--- src/rtl/llr_freeze_pkg.sv ---
package llr_freeze_pkg;

  typedef enum logic [1:0] {
    OUT_NONE = 2'd0,
    OUT_DATA = 2'd1,
    OUT_STOP = 2'd2
  } out_kind_t;

  function automatic int llr_mag(input int v);
    return (v < 0) ? -v : v;
  endfunction

  function automatic bit llr_same_sign(input int a, input int b);
    return (a < 0) == (b < 0);
  endfunction

  // Three-way reliability test: sign held, magnitude non-decreasing, above limit.
  function automatic bit llr_reliable(input int now_v, input int before_v, input int lim);
    return llr_same_sign(now_v, before_v)
        && (llr_mag(now_v) >= llr_mag(before_v))
        && (llr_mag(now_v) >= lim);
  endfunction

  function automatic int llr_scale_limit(input int frac, input int frac_w, input int max_mag);
    return (frac * max_mag) >>> frac_w;
  endfunction

endpackage

--- src/rtl/llr_thr_regs.sv ---
module llr_thr_regs #(
  parameter int LLR_W    = 9,
  parameter int FRAC_W   = 8,
  parameter int HARD_DEF = 51,
  parameter int SOFT_DEF = 26
) (
  input  logic              clk,
  input  logic              rst_n,
  input  logic              thr_we,
  input  logic              thr_sel,
  input  logic [FRAC_W-1:0] thr_frac,
  output logic [LLR_W-2:0]  hard_lim,
  output logic [LLR_W-2:0]  soft_lim
);
  import llr_freeze_pkg::*;

  localparam int MAGW    = LLR_W - 1;
  localparam int MAX_MAG = (1 << MAGW) - 1;
  localparam logic [MAGW-1:0] HARD_RST = MAGW'(llr_scale_limit(HARD_DEF, FRAC_W, MAX_MAG));
  localparam logic [MAGW-1:0] SOFT_RST = MAGW'(llr_scale_limit(SOFT_DEF, FRAC_W, MAX_MAG));

  logic [MAGW-1:0] lim_new;

  always_comb lim_new = MAGW'(llr_scale_limit(int'(thr_frac), FRAC_W, MAX_MAG));

  always_ff @(posedge clk or negedge rst_n) begin
    if (!rst_n) begin
      hard_lim <= HARD_RST;
      soft_lim <= SOFT_RST;
    end else if (thr_we) begin
      if (thr_sel) soft_lim <= lim_new;
      else         hard_lim <= lim_new;
    end
  end

endmodule

--- src/rtl/llr_store.sv ---
module llr_store #(
  parameter int LLR_W = 9,
  parameter int DEPTH = 16,
  parameter int AW    = $clog2(DEPTH)
) (
  input  logic                    clk,
  input  logic                    rst_n,
  input  logic                    clear_all,
  input  logic                    we,
  input  logic [AW-1:0]           waddr,
  input  logic signed [LLR_W-1:0] wdata,
  input  logic                    flag_set,
  input  logic [AW-1:0]           flag_addr,
  input  logic [AW-1:0]           upd_addr,
  output logic signed [LLR_W-1:0] upd_word,
  output logic                    upd_flag,
  input  logic [AW-1:0]           net_addr,
  output logic                    net_flag,
  input  logic [AW-1:0]           rd_addr,
  output logic signed [LLR_W-1:0] rd_word,
  output logic                    rd_flag
);
  logic signed [LLR_W-1:0] words [DEPTH];
  logic [DEPTH-1:0]        flags;

  for (genvar g = 0; g < DEPTH; g++) begin : g_entry
    logic hit_w, hit_f;
    always_comb begin
      hit_w = we && (waddr == AW'(g));
      hit_f = flag_set && (flag_addr == AW'(g));
    end

    always_ff @(posedge clk or negedge rst_n) begin
      if (!rst_n)     words[g] <= '0;
      else if (hit_w) words[g] <= wdata;
    end

    always_ff @(posedge clk or negedge rst_n) begin
      if (!rst_n)         flags[g] <= 1'b0;
      else if (clear_all) flags[g] <= 1'b0;
      else if (hit_f)     flags[g] <= 1'b1;
    end
  end

  always_comb begin
    upd_word = words[upd_addr];
    upd_flag = flags[upd_addr];
    net_flag = flags[net_addr];
    rd_word  = words[rd_addr];
    rd_flag  = flags[rd_addr];
  end

endmodule

--- src/rtl/llr_freeze_ctrl.sv ---
module llr_freeze_ctrl #(
  parameter int LLR_W = 9
) (
  input  logic                    frame_start,
  input  logic                    upd_valid,
  input  logic                    upd_hard,
  input  logic signed [LLR_W-1:0] upd_old,
  input  logic signed [LLR_W-1:0] upd_new_sat,
  input  logic signed [LLR_W-1:0] upd_prev,
  input  logic                    upd_frozen,
  input  logic                    net_valid,
  input  logic                    net_is_stop,
  input  logic                    net_frozen,
  input  logic [LLR_W-2:0]        hard_lim,
  input  logic [LLR_W-2:0]        soft_lim,
  output logic                    wr_en,
  output logic                    wr_from_net,
  output logic                    flag_set,
  output logic                    flag_from_net,
  output llr_freeze_pkg::out_kind_t out_kind,
  output logic                    out_exp,
  output logic                    ev_freeze,
  output logic                    ev_forward
);
  import llr_freeze_pkg::*;

  logic hard_ok, soft_ok;

  always_comb begin
    hard_ok = llr_reliable(int'(upd_new_sat), int'(upd_prev), int'(hard_lim));
    soft_ok = llr_reliable(int'(upd_new_sat), int'(upd_old), int'(soft_lim));
  end

  always_comb begin
    wr_en         = 1'b0;
    wr_from_net   = 1'b0;
    flag_set      = 1'b0;
    flag_from_net = 1'b0;
    out_kind      = OUT_NONE;
    out_exp       = 1'b0;
    ev_freeze     = 1'b0;
    ev_forward    = 1'b0;
    if (frame_start) begin
      // flags are cleared by the store; every other input is dropped
    end else if (upd_valid) begin
      if (!upd_frozen) begin
        wr_en = 1'b1;
        if (upd_hard && hard_ok) begin
          flag_set  = 1'b1;
          out_kind  = OUT_STOP;
          ev_freeze = 1'b1;
        end else begin
          out_kind = OUT_DATA;
          out_exp  = soft_ok;
        end
      end
    end else if (net_valid && !net_frozen) begin
      if (net_is_stop) begin
        flag_set      = 1'b1;
        flag_from_net = 1'b1;
        out_kind      = OUT_STOP;
        ev_forward    = 1'b1;
      end else begin
        wr_en       = 1'b1;
        wr_from_net = 1'b1;
      end
    end
  end

endmodule

--- src/rtl/llr_freeze_unit.sv ---
module llr_freeze_unit #(
  parameter int LLR_W    = 9,
  parameter int FRAC_W   = 8,
  parameter int DEPTH    = 16,
  parameter int HARD_DEF = 51,
  parameter int SOFT_DEF = 26,
  parameter int AW       = $clog2(DEPTH)
) (
  input  logic                    clk,
  input  logic                    rst_n,
  input  logic                    frame_start,
  input  logic                    thr_we,
  input  logic                    thr_sel,
  input  logic [FRAC_W-1:0]       thr_frac,
  input  logic                    upd_valid,
  input  logic                    upd_hard,
  input  logic [AW-1:0]           upd_addr,
  input  logic signed [LLR_W-1:0] upd_old,
  input  logic signed [LLR_W-1:0] upd_new,
  input  logic                    net_valid,
  input  logic [AW-1:0]           net_addr,
  input  logic signed [LLR_W-1:0] net_data,
  input  logic [AW-1:0]           rd_addr,
  output logic signed [LLR_W-1:0] rd_data,
  output logic                    rd_frozen,
  output logic                    msg_valid,
  output logic signed [LLR_W-1:0] msg_data,
  output logic                    msg_expendable
);
  import llr_freeze_pkg::*;

  localparam logic signed [LLR_W-1:0] STOP_CODE = {1'b1, {(LLR_W-1){1'b0}}};
  localparam logic signed [LLR_W-1:0] NEG_MAX   = STOP_CODE + 1'b1;

  logic [LLR_W-2:0]        hard_lim, soft_lim;
  logic signed [LLR_W-1:0] upd_new_sat, upd_prev, wr_data;
  logic                    upd_frozen, net_frozen, net_is_stop;
  logic                    wr_en, wr_from_net, flag_set, flag_from_net;
  logic [AW-1:0]           wr_addr, flag_addr;
  out_kind_t               out_kind;
  logic                    out_exp, ev_freeze, ev_forward;

  always_comb begin
    upd_new_sat = (upd_new == STOP_CODE) ? NEG_MAX : upd_new;
    net_is_stop = (net_data == STOP_CODE);
    wr_addr     = wr_from_net ? net_addr : upd_addr;
    wr_data     = wr_from_net ? net_data : upd_new_sat;
    flag_addr   = flag_from_net ? net_addr : upd_addr;
  end

  llr_thr_regs #(
    .LLR_W(LLR_W), .FRAC_W(FRAC_W), .HARD_DEF(HARD_DEF), .SOFT_DEF(SOFT_DEF)
  ) u_thr (
    .clk(clk), .rst_n(rst_n), .thr_we(thr_we), .thr_sel(thr_sel),
    .thr_frac(thr_frac), .hard_lim(hard_lim), .soft_lim(soft_lim)
  );

  llr_store #(.LLR_W(LLR_W), .DEPTH(DEPTH), .AW(AW)) u_store (
    .clk(clk), .rst_n(rst_n), .clear_all(frame_start),
    .we(wr_en), .waddr(wr_addr), .wdata(wr_data),
    .flag_set(flag_set), .flag_addr(flag_addr),
    .upd_addr(upd_addr), .upd_word(upd_prev), .upd_flag(upd_frozen),
    .net_addr(net_addr), .net_flag(net_frozen),
    .rd_addr(rd_addr), .rd_word(rd_data), .rd_flag(rd_frozen)
  );

  llr_freeze_ctrl #(.LLR_W(LLR_W)) u_ctrl (
    .frame_start(frame_start), .upd_valid(upd_valid), .upd_hard(upd_hard),
    .upd_old(upd_old), .upd_new_sat(upd_new_sat), .upd_prev(upd_prev),
    .upd_frozen(upd_frozen), .net_valid(net_valid), .net_is_stop(net_is_stop),
    .net_frozen(net_frozen), .hard_lim(hard_lim), .soft_lim(soft_lim),
    .wr_en(wr_en), .wr_from_net(wr_from_net), .flag_set(flag_set),
    .flag_from_net(flag_from_net), .out_kind(out_kind), .out_exp(out_exp),
    .ev_freeze(ev_freeze), .ev_forward(ev_forward)
  );

  always_ff @(posedge clk or negedge rst_n) begin
    if (!rst_n) begin
      msg_valid      <= 1'b0;
      msg_data       <= '0;
      msg_expendable <= 1'b0;
    end else begin
      msg_valid      <= (out_kind != OUT_NONE);
      msg_expendable <= (out_kind == OUT_DATA) && out_exp;
      if (out_kind == OUT_STOP)      msg_data <= STOP_CODE;
      else if (out_kind == OUT_DATA) msg_data <= upd_new_sat;
    end
  end

endmodule

--- config.mk ---
export PLATFORM = sky130hd
export DESIGN_NAME = llr_freeze_unit
export DESIGN_NICKNAME = d
export VERILOG_FILES = /design/src/rtl/llr_freeze_pkg.sv /design/src/rtl/llr_thr_regs.sv /design/src/rtl/llr_store.sv /design/src/rtl/llr_freeze_ctrl.sv /design/src/rtl/llr_freeze_unit.sv
export SDC_FILE = /design/constraint.sdc
export NUM_CORES = 1
export LEC_CHECK = 0
export BUFFER_PORTS_ARGS = -buffer_cell sky130_fd_sc_hd__buf_4
export CAP_MARGIN = 20
export CORE_ASPECT_RATIO = 1.2
export CORE_MARGIN = 2
export CORE_UTILIZATION = 50
export CTS_CLUSTER_SIZE = 12
export DETAILED_ROUTE_END_ITERATION = 12
export PLACE_DENSITY = 0.67
export RECOVER_POWER = 50
export SYNTH_ARGS = -nofsm -noshare
export SYNTH_HDL_FRONTEND = slang
export SYNTH_SLANG_ARGS = --single-unit
--- constraint.sdc ---
create_clock -name clk -period 7.1 [get_ports clk]
set_input_delay 1.065 -clock clk [delete_from_list [all_inputs] [get_ports clk]]
set_output_delay 1.065 -clock clk [all_outputs]
set_load 0.005 [all_outputs]
==> results of run 1 <==
## critical path, delay by kind of cell
family                     cells  cell delay, ns
muxes                          2            1.00
AOI/OAI and AO/OA              7            1.58
buffers and inverters          1            0.30
adders and majority gates      2            0.94
xor gates and xnor gates       1            0.14
and+or+nand+nor                4            1.22
## layout make-up
class                           instances  area share [%]
Clock buffer                           17            2.73
Tap cell                              340            2.73
Clock inverter                         15            1.39
Timing Repair Buffer                   89            4.26
Inverter                               96            2.31
Sequential cell                       187            30.0
Multi-Input combinational cell        889            56.6
## cells by family after synthesis
logic type               synth area share, %
adder cells (fa/ha/maj)                 14.9
AND/OR/NAND/NOR                         7.48
multiplexers                            29.0
buffers and inverters                   4.55
AO/OA/AOI/OAI                           8.41
other                                 0.0543
flip-flops                              33.9
XOR/XNOR                                1.71
## per-layer routing
metal / vias up / share of wire [%] / GRT usage (%)
met5: - / 0 / 0
met1: 4942 / 43 / 32.8
met2: 321 / 48 / 40.5
met3: 62 / 5.8 / 4.61
met4: 0 / 3.1 / 9.06
li1: 4465 / - / -
## power groups by stage
| stage | Clock (mW) | Sequential (mW) | Combinational [mW] |
|---|---|---|---|
| after floorplan | 0 | 1.52 | 1.26 |
| after global placement | 0 | 1.57 | 1.61 |
| after detailed placement | 0 | 1.58 | 1.66 |
| after CTS | 1.01 | 1.56 | 1.67 |
| after global routing | 1.05 | 1.60 | 1.87 |
| final | 0.999 | 1.57 | 1.66 |
## synthesized netlist by cell type (all sizes together), types with 3 or more instances
| cell type | n |
|---|---|
| nand3 | 21 |
| nor2b | 11 |
| nand3b | 8 |
| nand2 | 74 |
| buf | 27 |
| dfstp | 6 |
| nor2 | 26 |
| ha | 118 |
| a31oi | 4 |
| xnor2 | 16 |
| a211oi | 6 |
| xor2 | 11 |
| a221oi | 4 |
| and3 | 4 |
| o21ai | 52 |
| inv | 96 |
| a22oi | 11 |
| a32oi | 9 |
| o221ai | 10 |
| mux4 | 96 |
| a22o | 3 |
| nor4 | 6 |
| mux2i | 7 |
| or3 | 5 |
| clkbuf | 32 |
| fa | 29 |
| a21oi | 30 |
| o21a | 5 |
| nor3b | 4 |
| nand2b | 9 |
| o211ai | 5 |
| o31ai | 10 |
| nor3 | 7 |
| mux2 | 156 |
| nand4 | 11 |
| and2 | 4 |
| dfrtp | 181 |
| a21o | 10 |
## how the worst min path moves through the flow
stage,startpoint,to,slack [ns]
6_report,u_thr.hard_lim[3],u_thr.hard_lim[3],0.48
5_1_grt,u_thr.hard_lim[3],u_thr.hard_lim[3],0.51
3_3_place_gp,u_thr.soft_lim[1],u_thr.soft_lim[1],0.46
4_1_cts,u_thr.hard_lim[5],u_thr.hard_lim[5],0.49
3_5_place_dp,u_thr.hard_lim[3],u_thr.hard_lim[3],0.47
2_1_floorplan,u_thr.hard_lim[6],u_thr.hard_lim[6],0.45
## state kept, by name (all words and copies together), names as in the netlist
| name | count |
|---|---|
| u_store.flags | 16 |
| u_store.words | 144 |
| msg_expendable | 1 |
| u_thr.hard_lim | 8 |
| msg_data | 9 |
| u_thr.soft_lim | 8 |
| msg_valid | 1 |
==> summary.md, run 1 <==
| Metric | Value |
|---|---|
| Routed via count | `between 9,000 and 10,000` |
| Sequential area share after synthesis | `33.9%` |
| Pre-CTS setup slack | `just over 0.7 ns` |
| Setup TNS | `0 ns` |
| Largest net degree at the start of global routing | `115` |
| Yosys top cell by area | `dfrtp_1` |
| Clock sink count | `between 150 and 200` |
| VDD IR-drop max | `about 170 uV` |
| Worst setup path start | `upd_addr[0]` |
| Post-DP HPWL | `~24,000 um` |
| Fraction of registers with async set/reset | `between 90% and 100%` |
| Slowest stage delay, CP | `~0.62 ns` |
| Clock share of power | `a little under a quarter` |
| Hold crit path type | `reg2reg` |
| Crit share post-route | `roughly 84%` |
| RSZ-0062 raised after global routing | `false` |
| # resized after CTS | `0` |
| R2R Setup Slk | `~1.8 ns` |
| Initial DRC count | `754` |
| Die Wd | `roughly 160 um` |
| Post-Syn Area per Cell | `12.1 sq um` |
| #FFs+latches synth | `between 150 and 200` |
| Final Slew Violations | `about 170` |
| Synthesized instance count | `~1,100` |
| Final Hold Viols | `0` |
| Setup slack after layout | `around 1.2 ns` |
| WS Path Type | `in2reg` |
| CP cell instances | `buf_4, mux4_1, a22o_1, a221oi_1, a31oi_1, nor2_1, o21ai_0, xnor2_1, ha_1, nand4_1, or4_1, o21ai_0, a2111oi_0, nor3_1, a21oi_1, ha_1, mux2_2` |
| Static Leak | `~7 nW` |
| # fillers | `2,266` |
| Port buffer count | `75` |
| Fmax | `~0.17 GHz` |
| Worst EP arrival | `around 6.3 ns` |
| Synth cell types | `67` |
| Crit start category | `input pin` |
| Int Pwr | `between 2 and 3 mW` |
| Crit Reg-Reg Endpoint | `msg_data[0]` |
| Initial Util | `50.9%` |
| DR WL/cell | `approximately 21 um` |
| Layout cell share with drive strength beyond 1 | `29.9%` |
| Synth area leaders | `dfrtp_1, mux4_2, mux2_2, ha_1, fa_1` |
| Net switching power | `approximately 1.5 mW` |
| Drt total wl | `between 30,000 and 40,000 um` |
| Util after Layout | `57.5%` |
| WHS | `0.484 ns` |
| Outcome | `finished with violations` |
| Critical Path End Type | `flop` |
| CTS max path bufs | `2` |
| Vias per cell | `6.00` |
| WP data required | `between 7 and 8 ns` |
| Max transition margin | `-189%` |
| Share of power burned in combinational logic | `about two fifths` |
| Std-Cell Core Area | `around 27,000 sq um` |
| Warnings, synthesis | `0` |
| Non-Filler Instances | `~1,600` |
| Area occupied by multi-input gates | `a little under 9000 sq um` |
| TritonCTS clock tree | `built` |
| Post-route cell area | `approximately 16,000 sq um` |
| H-tree level count | `4` |
| Power Density | `271 nW/um^2` |
| Period minus WS final | `5.93 ns` |
| Synth-to-layout area growth | `12.9%` |
| FF-to-FF path depth | `16` |
| Most used DFF post-synth | `dfrtp_1` |
| Final setup fails | `0` |
| Top-area cell type share of the netlist area | `~33%` |
| Post-CTS setup buffer count | `0` |
| R2r startpoint | `u_store.words[127]` |
| Setup Skew | `around 0.020 ns` |
| Post-synth EDFFs | `0` |
| Final ANT Viol Nets | `0` |
| TritonCTS Buffers | `17` |
| Critical Path End | `msg_data[0]` |
| Hold buffers post-CTS | `0` |
| DRC | `0` |
| Total power | `approximately 4.2 mW` |
| Clock-pin transition on the worst setup and hold timing paths | `0.08 ns` |
| Root buffer cell | `clkbuf_16` |
| Clock latency on the worst-skew pair | `between 0.4 and 0.5 ns` |
| Slew of the pin with the lowest slew margin | `4.33 ns` |
| NumNets Final | `1,482` |
| Initial antenna violation count | `0` |
| Grt ovf | `0` |
| Crit path max fanout | `17` |
| Number of global-route vias before repair | `~10,000` |
| Failing checks | `capacitance limit, slew limit` |
| Die ar. | `between 20,000 and 30,000 sq um` |
| Max cap viols | `2` |
| Diodes inserted | `0` |
| Leading cell types in the layout, fill and taps excluded | `dfrtp_1, mux2_2, ha_1, inv_1, mux4_2` |
| FP Rows | `66` |
| Placed Area | `15,000 sq um` |
| GRT Resource Usage Total | `roughly 25%` |
| Worst hold path depth | `2` |
| Register Area | `~4700 sq um` |
| Most common cell after layout, fill and taps aside | `dfrtp_1` |
| Routability cong. | `0.859` |
| IO Count | `76` |
| CP max-delay cell | `ha_1` |
| Switching Share | `a little over a third` |
| Placed insts | `1,600` |
| First-pass GRT wire length | `approximately 54,000 um` |
| Mapped Area | `13,800 sq um` |
| Die Span Y | `roughly 190 um` |
| Power share of the sequential group | `between 30% and 40%` |
| DR pass1 iterations | `5` |
Note: power is estimated with default switching activity, not from simulation.
==> run 2: changes to the inputs <==
==> constraint.sdc (replaced) <==
create_clock -name clk -period 6.09 [get_ports clk]
set_input_delay 0.9135 -clock clk [delete_from_list [all_inputs] [get_ports clk]]
set_output_delay 0.9135 -clock clk [all_outputs]
set_load 0.005 [all_outputs]
==> run 2 against run 1 <==
Net effect: the run still ends with capacitance limit, slew limit left; sequential cell count unchanged; power increased by 16%; combinational power increased by 17%; sequential power increased by 17%; sequential share of layout area about the same; routed wire length increased by 0.44%; clock skew decreased by 0.0021 ns; clock-buffer cell count increased by 3; utilization increased by 0.051 points; non-clock buffer count increased by 8; critical path type unchanged; largest power group unchanged.
==> summary.md, run 2 (same netlist as run 1, synthesis figures left out) <==
| Metric | Value |
|---|---|
| Outcome | `finished with violations` |
| Failing checks | `capacitance limit, slew limit` |
| Initial Util | `around half` |
| Clock-pin transition on the worst setup and hold timing paths | `about 0.070 ns` |
| FP Rows | `between 60 and 70` |
| H-tree level count | `4` |
| First-pass GRT wire length | `54,800 um` |
| RSZ-0062 raised after global routing | `false` |
| TritonCTS Buffers | `17` |
| Post-DP HPWL | `around 24,000 um` |
| Final setup fails | `0` |
| Largest registers | `u_store.words (144), u_store.flags (16), msg_data (9)` |
| DR WL/cell | `roughly 21 um` |
| IO Count | `76` |
| Die Wd | `about 160 um` |
| Util after Layout | `57.5%` |
| DR pass1 iterations | `5` |
| Most common cell after layout, fill and taps aside | `dfrtp_1` |
| Max transition margin | `-54.3%` |
| Routability cong. | `around 0.86` |
| Power Density | `about 320 nW/um^2` |
| Final Slew Violations | `127` |
| Fmax | `between 0.15 and 0.2 GHz` |
| Number of global-route vias before repair | `roughly 10,000` |
| Hold crit path type | `reg2reg` |
| CTS max path bufs | `2` |
| Hold buffers post-CTS | `0` |
| Crit share post-route | `just under 90%` |
| Worst EP arrival | `around 5.6 ns` |
| WS Path Type | `in2reg` |
| Period minus WS final | `between 5 and 6 ns` |
| TritonCTS clock tree | `built` |
| NumNets Final | `roughly 1,500` |
| Crit start category | `input pin` |
| WP data required | `~6.4 ns` |
| Final ANT Viol Nets | `0` |
| Max cap viols | `2` |
| Grt ovf | `0` |
| Largest net degree at the start of global routing | `110` |
| Initial antenna violation count | `0` |
| Root buffer cell | `clkbuf_16` |
| Clock latency on the worst-skew pair | `about 0.45 ns` |
| Biggest register | `u_store.words` |
| Clock sink count | `about 190` |
| Drt total wl | `~34,000 um` |
| Crit path max fanout | `20` |
| Std-Cell Core Area | `about 27,000 sq um` |
| Vias per cell | `between 6 and 7` |
| Post-CTS setup buffer count | `0` |
| Die ar. | `roughly 29,000 sq um` |
| Critical Path End Type | `flop` |
| Leading cell types in the layout, fill and taps excluded | `dfrtp_1, mux2_2, ha_1, inv_1, mux4_2` |
| Static Leak | `about 7.2 nW` |
| Initial DRC count | `817` |
| Routed via count | `9,908` |
| Final Hold Viols | `0` |
| Setup TNS | `0 ns` |
| # resized after CTS | `0` |
| DRC | `0` |
| Synth-to-layout area growth | `13.0%` |
| Setup Skew | `around 0.018 ns` |
| VDD IR-drop max | `about 210 uV` |
| Largest register FFs | `around 140` |
| Layout cell share with drive strength beyond 1 | `a little under a third` |
| Slew of the pin with the lowest slew margin | `2.31 ns` |
| Die Span Y | `approximately 190 um` |
| Diodes inserted | `0` |
| Port buffer count | `75` |
| Post-route cell area | `15,600 sq um` |
| Placed Area | `between 15,000 and 20,000 sq um` |
| GRT Resource Usage Total | `about 25%` |
-- run 2: cell count changes in the layout (fill, tap and decap cells not counted), sizes merged --
cell          change
clkinv            -8
bufinv            +2
buf               +6
dlymetal6s4s      -1
inv               +3
clkbuf            +6
-- run 2: cell type report --
cell class | count | area (sq um)
fill | 2261 | 11500
timing repair buffer | 97 | 728
multi-input combinational | 889 | 8830
clock buffer | 20 | 447
inverter | 96 | 360
clock inverter | 12 | 148
tap | 340 | 425
sequential | 187 | 4690
-- run 2: worst paths after layout --
path,startpoint,endpoint,slack [ns],cells after the start
min,u_thr.hard_lim[5],u_thr.hard_lim[5],0.48,2
min in group asynchronous,rst_n,u_store.flags[9],0.58,1
max in group asynchronous,rst_n,u_thr.hard_lim[3],1.58,3
max reg2reg,u_store.words[127],msg_data[5],1.30,20
max,upd_addr[0],msg_data[5],0.78,21
min reg2reg,u_thr.hard_lim[5],u_thr.hard_lim[5],0.48,2
-- run 2: power by group --
part           internal, mW  leakage, nW  total [mW]  switching (mW)
clock network         0.628        0.290        1.14           0.514
logic                  1.04         4.58        1.94           0.909
registers              1.60         2.35        1.83           0.237
total                  3.26         7.22        4.92            1.66
-- run 2: layer usage --
layer / track usage [%] / up-vias / part of all wire, % / wire (um)
met4: 9.14 / 0 / 3.1 / 1050
met5: 0 / - / 0 / 0
met1: 32.0 / 5030 / 42 / 14400
li1: - / 4479 / - / -
met2: 42.5 / 335 / 50 / 17000
met3: 4.10 / 64 / 5.5 / 1900
-- run 2: per-stage QoR --
stage          power [mW]  setup slack, ns  hold slack (ns)  std cells
6_report             4.92            0.781            0.478       1641
5_1_grt              5.27            0.227            0.496       1641
4_1_cts              4.94            0.807            0.482       1640
3_5_place_dp         3.79            0.353            0.471       1608
3_3_place_gp         3.71            0.491            0.465       1608
2_1_floorplan        3.24           0.0345            0.449       1231
-- run 2: critical path, stage by stage --
cell and delay (ns):
buf_4 0.34, mux4_1 0.62, a22o_1 0.19, a221oi_1 0.25
buf_4 0.19, a31oi_1 0.11, nor2_1 0.20, o21ai_0 0.14
xnor2_1 0.15, ha_1 0.31, a21oi_1 0.15, o21ai_0 0.12
a221oi_1 0.31, nor3_1 0.07, a2111oi_0 0.49, nor3_1 0.17
a21oi_1 0.23, ha_1 0.29, buf_4 0.19, nand3b_1 0.09
o21ai_0 0.08
==> run 3: changes to the inputs <==
==> constraint.sdc (replaced) <==
create_clock -name clk -period 6.09 [get_ports clk]
set_input_delay 0.3045 -clock clk [delete_from_list [all_inputs] [get_ports clk]]
set_output_delay 0.3045 -clock clk [all_outputs]
set_load 0.02 [all_outputs]
==> run 3 against run 2 <==
Net effect: the flow still finishes with violations (capacitance limit, slew limit); routed wire length down 1.4%; non-clock buffer count down 5; combinational power about the same; hold slack worse by 0.33 ns; sequential share of layout area up 0.23 points; worst setup slack better by 0.15 ns; die area unchanged; largest power group unchanged; highest routed layer unchanged.
==> summary.md, run 3 (same netlist as run 1, synthesis figures left out) <==
| Metric | Value |
|---|---|
| Number of global-route vias before repair | `10,100` |
| Net switching power | `about 1.7 mW` |
| Grt ovf | `0` |
| Final Hold Viols | `0` |
| Placed insts | `roughly 1,600` |
| Port buffer count | `75` |
| CP cell instances | `mux4_2, a22o_1, a221oi_1, a31oi_1, nor2_1, o21ai_0, xnor2_1, ha_1, nand4_1, or4_1, o21ai_0, a2111oi_0, nor3_1, a21oi_1, ha_1, mux2_2` |
| Total power | `between 4 and 5 mW` |
| H-tree level count | `4` |
| DR pass1 iterations | `6` |
| Max transition margin | `-136%` |
| M3 GR Usage | `under 10%` |
| Largest registers | `u_store.words (144), u_store.flags (16), msg_data (9)` |
| Largest register FFs | `about 140` |
| RSZ-0062 raised after global routing | `false` |
| GR Util met1 | `32.2%` |
| Hold crit path type | `in2reg` |
| Worst EP arrival | `5.48 ns` |
| TritonCTS clock tree | `built` |
| Diodes inserted | `0` |
| Share of power burned in combinational logic | `40.2%` |
| Die Span Y | `186 um` |
| VDD IR-drop max | `~180 uV` |
| Crit path max fanout | `17` |
| Non-Filler Instances | `between 1,500 and 2,000` |
| Layout cell share with drive strength beyond 1 | `29.2%` |
| Final setup fails | `0` |
| TritonCTS Buffers | `17` |
| Clock latency on the worst-skew pair | `between 0.4 and 0.5 ns` |
| NumNets Final | `~1,500` |
| Slew of the pin with the lowest slew margin | `roughly 3.5 ns` |
| Util after Layout | `between 50% and 60%` |
| CP max-delay cell | `ha_1` |
| Critical Path End Type | `flop` |
| Setup TNS | `0 ns` |
| Most common cell after layout, fill and taps aside | `dfrtp_1` |
| Max cap viols | `3` |
| Outcome | `finished with violations` |
| Post-route cell area | `~16,000 sq um` |
| # resized after CTS | `0` |
| Busiest layer in global routing | `met2` |
| Power share of the sequential group | `37.5%` |
| Initial DRC count | `between 600 and 700` |
| DR WL/cell | `~21 um` |
| Routed via count | `between 9,000 and 10,000` |
| Vias per cell | `a little over 6` |
| IO Count | `76` |
| Routability cong. | `0.845` |
| WP data required | `6.42 ns` |
| Int Pwr | `3.16 mW` |
| Die Wd | `roughly 160 um` |
| Power Density | `roughly 320 nW/um^2` |
| Leading cell types in the layout, fill and taps excluded | `dfrtp_1, mux2_2, ha_1, inv_1, mux4_2` |
| Initial antenna violation count | `0` |
| Clock share of power | `22.3%` |
| DRC | `0` |
| Drt total wl | `between 30,000 and 40,000 um` |
| Clock sink count | `~190` |
| Setup Skew | `0.0115 ns` |
| Biggest register | `u_store.words` |
| Period minus WS final | `roughly 5.2 ns` |
| WS Path Type | `reg2reg` |
| Placed Area | `~15,000 sq um` |
| Final ANT Viol Nets | `0` |
| Failing checks | `capacitance limit, slew limit` |
| Largest net degree at the start of global routing | `66` |
| Root buffer cell | `clkbuf_16` |
| Routing usage on met2 | `about 41%` |
| Crit share post-route | `84.7%` |
| GRT Resource Usage Total | `between 20% and 30%` |
| CTS max path bufs | `2` |
| FP Rows | `66` |
| Static Leak | `about 7.1 nW` |
| Std-Cell Core Area | `about 27,000 sq um` |
| Clock-pin transition on the worst setup and hold timing paths | `around 0.080 ns` |
| Initial Util | `around 51%` |
| Die ar. | `29,000 sq um` |
| Switching Share | `roughly a third` |
| Final Slew Violations | `between 150 and 200` |
| Fmax | `0.194 GHz` |
| Post-CTS setup buffer count | `0` |
| Synth-to-layout area growth | `12.2%` |
| Crit start category | `flop` |
| Post-DP HPWL | `~24,000 um` |
| First-pass GRT wire length | `54,300 um` |
| Slowest stage delay, CP | `between 0.6 and 0.7 ns` |
-- run 3: final timing paths --
kind	from	to	slack, ns	cells past startpoint
min in group asynchronous	rst_n	u_store.flags[15]	1.61	2
hold reg to reg	u_thr.soft_lim[4]	u_thr.soft_lim[4]	0.48	2
max in group asynchronous	rst_n	u_thr.hard_lim[0]	1.54	3
hold / removal	upd_new[7]	msg_data[7]	0.15	3
setup / recovery	u_store.words[117]	msg_data[0]	0.93	16
setup reg to reg	u_store.words[117]	msg_data[0]	0.93	16
-- run 3: final cells by class --
| type | count | area [sq um] |
|---|---|---|
| Timing Repair Buffer | 92 | 643 |
| Clock buffer | 18 | 439 |
| Inverter | 96 | 360 |
| Tap cell | 340 | 425 |
| Sequential cell | 187 | 4690 |
| Clock inverter | 13 | 123 |
| Fill cell | 2270 | 11700 |
| Multi-Input combinational cell | 889 | 8830 |
-- run 3: through the flow --
stage	hold WS, ns	worst slack (ns)
detailed placement	0.338	0.498
CTS	0.135	0.927
global placement	0.336	0.618
finish	0.145	0.935
global route	0.149	0.454
floorplan	0.00891	0.644
-- run 3: critical path, delay by kind of cell (launching register included) --
family,cells,cell delay (ns)
xor+xnor,1,0.15
compound gates,7,1.46
fa+ha+maj,2,0.93
mux,2,0.84
flops,1,0.41
simple gates,4,1.23
-- run 3: routing by layer --
layer	vias up	share of wire, %
met5	-	0
met4	0	2.8
met1	5026	43
met3	63	5.7
met2	326	49
li1	4467	-
-- run 3: repair_timing --
action                     4_1_cts  5_1_grt
setup endpoints to repair        0        0
hold endpoints to repair        63        0
hold buffers                     1        0
-- run 3: power groups by stage --
stage / Clock (mW) / Combinational [mW] / Sequential, mW
floorplan: 0 / 1.50 / 1.79
global placement: 0 / 1.93 / 1.82
detailed placement: 0 / 1.97 / 1.85
CTS: 1.10 / 1.99 / 1.82
global route: 1.15 / 2.21 / 1.87
finish: 1.09 / 1.96 / 1.83
